### config.mk
export PLATFORM = sky130hd
export DESIGN_NAME = ata_strobe_timer
export DESIGN_NICKNAME = d
export VERILOG_FILES = /design/src/rtl/ata_strb_pkg.sv /design/src/rtl/strb_field_sel.sv /design/src/rtl/strb_phase_seq.sv /design/src/rtl/ata_strobe_timer.sv
export SDC_FILE = /design/constraint.sdc
export NUM_CORES = 1
export LEC_CHECK = 0
export CORE_MARGIN = 2
export CORE_UTILIZATION = 29
export CTS_BUF_LIST = sky130_fd_sc_hd__clkbuf_4 sky130_fd_sc_hd__clkbuf_8
export DETAILED_ROUTE_END_ITERATION = 16
export GPL_ROUTABILITY_DRIVEN = 0
export SLEW_MARGIN = 0
export SYNTH_ARGS = -nofsm -noshare
export SYNTH_HDL_FRONTEND = slang
export SYNTH_SLANG_ARGS = --single-unit
### constraint.sdc
create_clock -name clk -period 2.15 [get_ports clk]
set_input_delay 0.43 -clock clk [delete_from_list [all_inputs] [get_ports clk]]
set_output_delay 0.43 -clock clk [all_outputs]
set_load 0.02 [all_outputs]
### src/rtl/ata_strb_pkg.sv
package ata_strb_pkg;

    localparam int WORD_W  = 32;
    localparam int SETUP_W = 3;
    localparam int ACT_W   = 5;
    localparam int REC_W   = 4;
    localparam int CNT_W   = (ACT_W > REC_W) ? ((ACT_W > SETUP_W) ? ACT_W : SETUP_W)
                                             : ((REC_W > SETUP_W) ? REC_W : SETUP_W);

    // field positions (LSB) inside the packed timing word
    localparam int D_REC_LSB = 0;
    localparam int D_ACT_LSB = 4;
    localparam int C_REC_LSB = 9;
    localparam int C_ACT_LSB = 13;
    localparam int D_SET_LSB = 22;
    localparam int C_SET_LSB = 25;

    typedef enum logic [1:0] {
        PH_IDLE   = 2'd0,
        PH_SETUP  = 2'd1,
        PH_ACTIVE = 2'd2,
        PH_RECOV  = 2'd3
    } phase_e;

    typedef struct packed {
        logic [SETUP_W-1:0] setup;
        logic [ACT_W-1:0]   active;
        logic [REC_W-1:0]   recov;
    } strb_cfg_t;

    function automatic strb_cfg_t unpack_data(input logic [WORD_W-1:0] w);
        strb_cfg_t c;
        c.setup  = w[D_SET_LSB +: SETUP_W];
        c.active = w[D_ACT_LSB +: ACT_W];
        c.recov  = w[D_REC_LSB +: REC_W];
        return c;
    endfunction

    function automatic strb_cfg_t unpack_cmd(input logic [WORD_W-1:0] w);
        strb_cfg_t c;
        c.setup  = w[C_SET_LSB +: SETUP_W];
        c.active = w[C_ACT_LSB +: ACT_W];
        c.recov  = w[C_REC_LSB +: REC_W];
        return c;
    endfunction

endpackage

### src/rtl/strb_field_sel.sv
module strb_field_sel
    import ata_strb_pkg::*;
(
    input  logic [WORD_W-1:0] word,
    input  logic              is_cmd,
    output strb_cfg_t         cfg
);
    strb_cfg_t data_cfg;
    strb_cfg_t cmd_cfg;

    // mode flags and the ultra-DMA cycle field do not shape the strobe
    logic unused_bits;
    assign unused_bits = &{1'b0, word[31:28], word[21:18]};

    always_comb begin
        data_cfg = unpack_data(word);
        cmd_cfg  = unpack_cmd(word);
        cfg      = is_cmd ? cmd_cfg : data_cfg;
    end
endmodule

### src/rtl/strb_phase_seq.sv
module strb_phase_seq
    import ata_strb_pkg::*;
(
    input  logic      clk,
    input  logic      rst,
    input  logic      start,
    input  logic      is_write,
    input  strb_cfg_t cfg_in,
    output logic      rd_n,
    output logic      wr_n,
    output logic      busy,
    output logic      done
);
    phase_e           phase_q;
    logic [CNT_W-1:0] cnt_q;
    strb_cfg_t        cfg_q;
    logic             wr_q;
    logic             done_q;
    logic             last_cyc;

    assign last_cyc = (cnt_q == '0);

    always_ff @(posedge clk) begin
        if (rst) begin
            phase_q <= PH_IDLE;
            cnt_q   <= '0;
            cfg_q   <= '0;
            wr_q    <= 1'b0;
            done_q  <= 1'b0;
        end else begin
            done_q <= 1'b0;
            unique case (phase_q)
                PH_IDLE: begin
                    if (start) begin
                        cfg_q   <= cfg_in;
                        wr_q    <= is_write;
                        phase_q <= PH_SETUP;
                        cnt_q   <= CNT_W'(cfg_in.setup);
                    end
                end
                PH_SETUP: begin
                    if (last_cyc) begin
                        phase_q <= PH_ACTIVE;
                        cnt_q   <= CNT_W'(cfg_q.active);
                    end else begin
                        cnt_q <= cnt_q - 1'b1;
                    end
                end
                PH_ACTIVE: begin
                    if (last_cyc) begin
                        phase_q <= PH_RECOV;
                        cnt_q   <= CNT_W'(cfg_q.recov);
                    end else begin
                        cnt_q <= cnt_q - 1'b1;
                    end
                end
                PH_RECOV: begin
                    if (last_cyc) begin
                        phase_q <= PH_IDLE;
                        done_q  <= 1'b1;
                    end else begin
                        cnt_q <= cnt_q - 1'b1;
                    end
                end
                default: phase_q <= PH_IDLE;
            endcase
        end
    end

    logic strobe_on;
    assign strobe_on = (phase_q == PH_ACTIVE);
    assign rd_n      = ~(strobe_on & ~wr_q);
    assign wr_n      = ~(strobe_on &  wr_q);
    assign busy      = (phase_q != PH_IDLE);
    assign done      = done_q;

    // done is one cycle, while idle, right after recovery
    a_r9_done_not_busy: assert property (@(posedge clk) disable iff (rst)
        done |-> !busy);
    a_r9_done_single: assert property (@(posedge clk) disable iff (rst)
        done |=> !done);
    a_r9_done_after_recov: assert property (@(posedge clk) disable iff (rst)
        done |-> $past(phase_q) == PH_RECOV);
    // strobes high while idle
    a_r11_idle_high: assert property (@(posedge clk) disable iff (rst)
        !busy |-> (rd_n && wr_n));
    // never both strobes low; direction held during an access
    a_r8_one_strobe: assert property (@(posedge clk) disable iff (rst)
        !(!rd_n && !wr_n));
    a_r8_dir_steady: assert property (@(posedge clk) disable iff (rst)
        busy |=> (!busy || $stable(wr_q)));
    // captured configuration held while busy
    a_r6_cfg_held: assert property (@(posedge clk) disable iff (rst)
        busy |=> (!busy || $stable(cfg_q)));
    // counter bounded by the captured field of each phase
    a_r2_cnt_active: assert property (@(posedge clk) disable iff (rst)
        (phase_q == PH_ACTIVE) |-> (cnt_q <= CNT_W'(cfg_q.active)));
    a_r1_cnt_setup: assert property (@(posedge clk) disable iff (rst)
        (phase_q == PH_SETUP) |-> (cnt_q <= CNT_W'(cfg_q.setup)));
    a_r3_cnt_recov: assert property (@(posedge clk) disable iff (rst)
        (phase_q == PH_RECOV) |-> (cnt_q <= CNT_W'(cfg_q.recov)));
endmodule

### src/rtl/ata_strobe_timer.sv
module ata_strobe_timer
    import ata_strb_pkg::*;
(
    input  logic              clk,
    input  logic              rst,
    input  logic              start,
    input  logic              is_write,
    input  logic              is_cmd,
    input  logic [WORD_W-1:0] timing_word,
    output logic              rd_n,
    output logic              wr_n,
    output logic              busy,
    output logic              done
);
    strb_cfg_t sel_cfg;

    strb_field_sel u_sel (
        .word   (timing_word),
        .is_cmd (is_cmd),
        .cfg    (sel_cfg)
    );

    strb_phase_seq u_seq (
        .clk      (clk),
        .rst      (rst),
        .start    (start),
        .is_write (is_write),
        .cfg_in   (sel_cfg),
        .rd_n     (rd_n),
        .wr_n     (wr_n),
        .busy     (busy),
        .done     (done)
    );

    // a start while busy must not end the access early
    a_r7_start_ignored: assert property (@(posedge clk) disable iff (rst)
        (busy && start && !rd_n) |=> busy);
endmodule

==> impl_metrics.ini, run 1 <==
[floorplanning]
coreArea_mm2 = 0.00363
die_h_um = 65.1
die_area_mm2 = 0.00424
die_w_um = 65.1
rows = 22
io_pins = 41
initial_utilization = 0.298

[cells_and_area]
antenna_cells = 0
layout.cells.non_filler = 205
area_growth_pct = 41.1
multi_input_area_um2 = 662
fin_util = 0.421
ff_latch_area_um2 = 360
layout.nets = 201
drive_gt1_frac = 0.0955
fillerInstances = 383

[placed_design]
io_buffers = 32
dp_hpwl_mm = 2.00
place_inst = 201

[worst_setup_path]
crit_buf_inv = 1
reg2reg_from = u_seq.cnt_q[0]$_SDFFE_PP0P_
r2r-end = u_seq.cnt_q[1]$_SDFFE_PP0P_
r2r_slack_ns = 0.15
rr_worst_depth = 6
cpLargestDelayFamily = simple AND/OR/NAND/NOR gates
cp_cell_sequence = inv_1 -> ha_1 -> or4b_1 -> a21oi_1 -> o21ai_0 -> a31o_1
endpoint_kind = register
critical-path-max-stage-delay_ns = 0.64
worstSetupStartpointType = register
worstPathMaxFanout = 6
slowest_stage = or4b_1
critPathArrivalTime_ns = 2.15
path_class = reg2reg
required_ns = 2.30

[yosys]
synth.avg_cell_area_um2 = 8.81
ys_warn_count = 0
synth_nets = 166
ys_async_sr_fraction = 0
synth_edf_count = 0
syn_area_mm2 = 0.00108
netlist_top_cells_count = 18 x dfxtp_1, 16 x nor2_1, 14 x mux2i_1
synthFlopType = dfxtp_1
ys_seq_elements = 18
synthTopCellsByArea = dfxtp_1 33%, mux2i_1 13%, a211oi_1 7.6%
synth_top_area_cell = dfxtp_1
synthCells = 123
ys_seq_area_frac = 0.333
synth.distinct_cells = 32
synth_top_area_share = 0.333
synth.most_common_cell = dfxtp_1

[job]
max_cap_viol_count = 0

[timing]
fin_setup_tns_ns = 0
fin_skew_ns = 0.00231
rsz0062_at_grt = false
tightest_slew_ns = 0.535
finalCriticalPeriod_ns = 2.00
finalHoldViolations = 0
setup_violations = 0
slew_headroom = 0.638
maxSlewViolCount = 0
fmax_mhz = 501
post-route-period-util = 0.929

[cts]
cts_tree = built
clk_latency_ns = 0.26
root_buffer = clkbuf_8
clk_pin_slew_ns = 0.07
cts_max_level = 1
cts_max_path_buffers = 2
ctsHoldBuffers = 0
cts_buffers = 3
cts.sinks = 18

[power]
p_sw_frac = 0.407
powerDensity_mw_per_mm2 = 1120
comb_power_share = 0.552
power.switching_mw = 0.698
p_leak_nw = 0.606
power.share.clock = 0.163
peakVddDrop_mv = 0.320
power.share.sequential = 0.285
internal_power_mw = 1.02

[detailed_routing]
antenna_left = 0
drt_iter0_drc = 30
routed_wl_mm = 2.59
dr.pass1.iters = 4
vias_per_cell = 4.97
drc = 0
vias = 1018
wire_per_inst_um = 12.6

[hold_path]
hold_end = u_seq.cnt_q[4]$_SDFFE_PP0P_
min_path_type = reg2reg
min_path_cells = 2
hold_start = u_seq.cfg_q[8]$_SDFFE_PP0P_

[grt]
grt_first_pass_wirelength_mm = 4.29
grt_usage = 0.136
grt_max_degree = 15
antenna_found_initial = 0
grt-ovfl-total = 0
grt_pass1_vias = 973

[run_status]
outcome = complete, no violations
==> cell type report <==
class,count,area share
multi-input combinational,91,0.433
clock buffer,4,0.0360
timing repair buffer,39,0.244
inverter,5,0.0123
tap,48,0.0393
sequential,18,0.236
==> power groups by stage <==
stage	registers, mW	logic [mW]	clock network [mW]
2_1_floorplan	0.479	0.704	0
3_3_place_gp	0.491	0.934	0
3_5_place_dp	0.497	0.948	0
4_1_cts	0.489	0.949	0.290
5_1_grt	0.503	1.05	0.309
6_report	0.489	0.946	0.279
==> tightest hold or removal path, cell delays in order, from the launching register on <==
cell and delay (ns):
dfxtp_1 0.31, nand3_1 0.06, a21oi_1 0.06
==> registers in the layout, summed over array words and instances, names as in the netlist <==
signal / cells
u_seq.cnt_q: 5
u_seq.done: 1
u_seq.wr_q: 1
u_seq.phase_q: 2
u_seq.cfg_q: 9
==> metal layers <==
layer	track usage	vias to the layer above	part of all wire
li1	-	519	-
met1	0.155	459	0.43
met2	0.227	31	0.48
met3	0.0223	9	0.047
met4	0.102	0	0.040
met5	0	-	0
==> worst max path at each step <==
stage	from	endpoint	slack, ns	depth (start not counted)
2_1_floorplan	u_seq.phase_q[0]$_SDFFE_PP0P_	u_seq.cnt_q[0]$_SDFFE_PP0P_	0.36	7
3_3_place_gp	u_seq.cnt_q[0]$_SDFFE_PP0P_	u_seq.cnt_q[1]$_SDFFE_PP0P_	0.24	6
3_5_place_dp	u_seq.cnt_q[0]$_SDFFE_PP0P_	u_seq.cnt_q[1]$_SDFFE_PP0P_	0.17	6
4_1_cts	u_seq.phase_q[0]$_SDFFE_PP0P_	busy	0.05	4
5_1_grt	u_seq.cnt_q[0]$_SDFFE_PP0P_	u_seq.cnt_q[1]$_SDFFE_PP0P_	0.03	6
6_report	u_seq.cnt_q[0]$_SDFFE_PP0P_	u_seq.cnt_q[1]$_SDFFE_PP0P_	0.15	6
==> layout by cell type, fill, tap and decap left out, drive strengths merged, types with 2 or more instances in the layout <==
| cell type | Yosys | layout |
|---|---|---|
| a31o | 2 | 2 |
| dlygate4sd2 | 0 | 2 |
| nor2 | 16 | 16 |
| nand2 | 3 | 3 |
| ha | 6 | 6 |
| dfxtp | 18 | 18 |
| a21oi | 9 | 9 |
| nor3 | 4 | 4 |
| a22o | 3 | 3 |
| inv | 5 | 5 |
| nand2b | 2 | 2 |
| a211oi | 11 | 11 |
| o21ai | 5 | 5 |
| mux2i | 14 | 14 |
| clkbuf | 7 | 4 |
| buf | 2 | 7 |
| a32oi | 2 | 2 |
| clkdlybuf4s50 | 0 | 29 |
==> through the flow <==
stage                     worst slack [ns]  total power, mW  hold slack (ns)  instance area, um2
after floorplan                      0.360             1.18            0.448                1080
after global placement               0.244             1.42            0.472                1470
after detailed placement             0.174             1.45            0.467                1470
after CTS                           0.0493             1.73            0.480                1530
after global routing                0.0329             1.86            0.499                1530
final                                0.154             1.71            0.477                1530
==> timing repair <==
item | 4_1_cts | 5_1_grt
setup endpoints to repair | 2 | 1
pin swaps | 0 | 0
gates resized for setup | 2 | 1
buffers inserted | 0 | 0
==> cells by family after synthesis <==
kind of cell / share of synthesized area
muxes: 0.140
DFF: 0.333
and+or+nand+nor: 0.166
AOI/OAI and AO/OA: 0.228
adders and majority gates: 0.0693
buffers and inverters: 0.0566
xor gates and xnor gates: 0.00808
Power figures use the tool's default switching activity.
==> inputs of run 2 (changes only) <==
- SLEW_MARGIN: 0 -> 20
==> results of run 2 <==
Same layout as run 1: the final DEF is identical, and so are final timing and power.
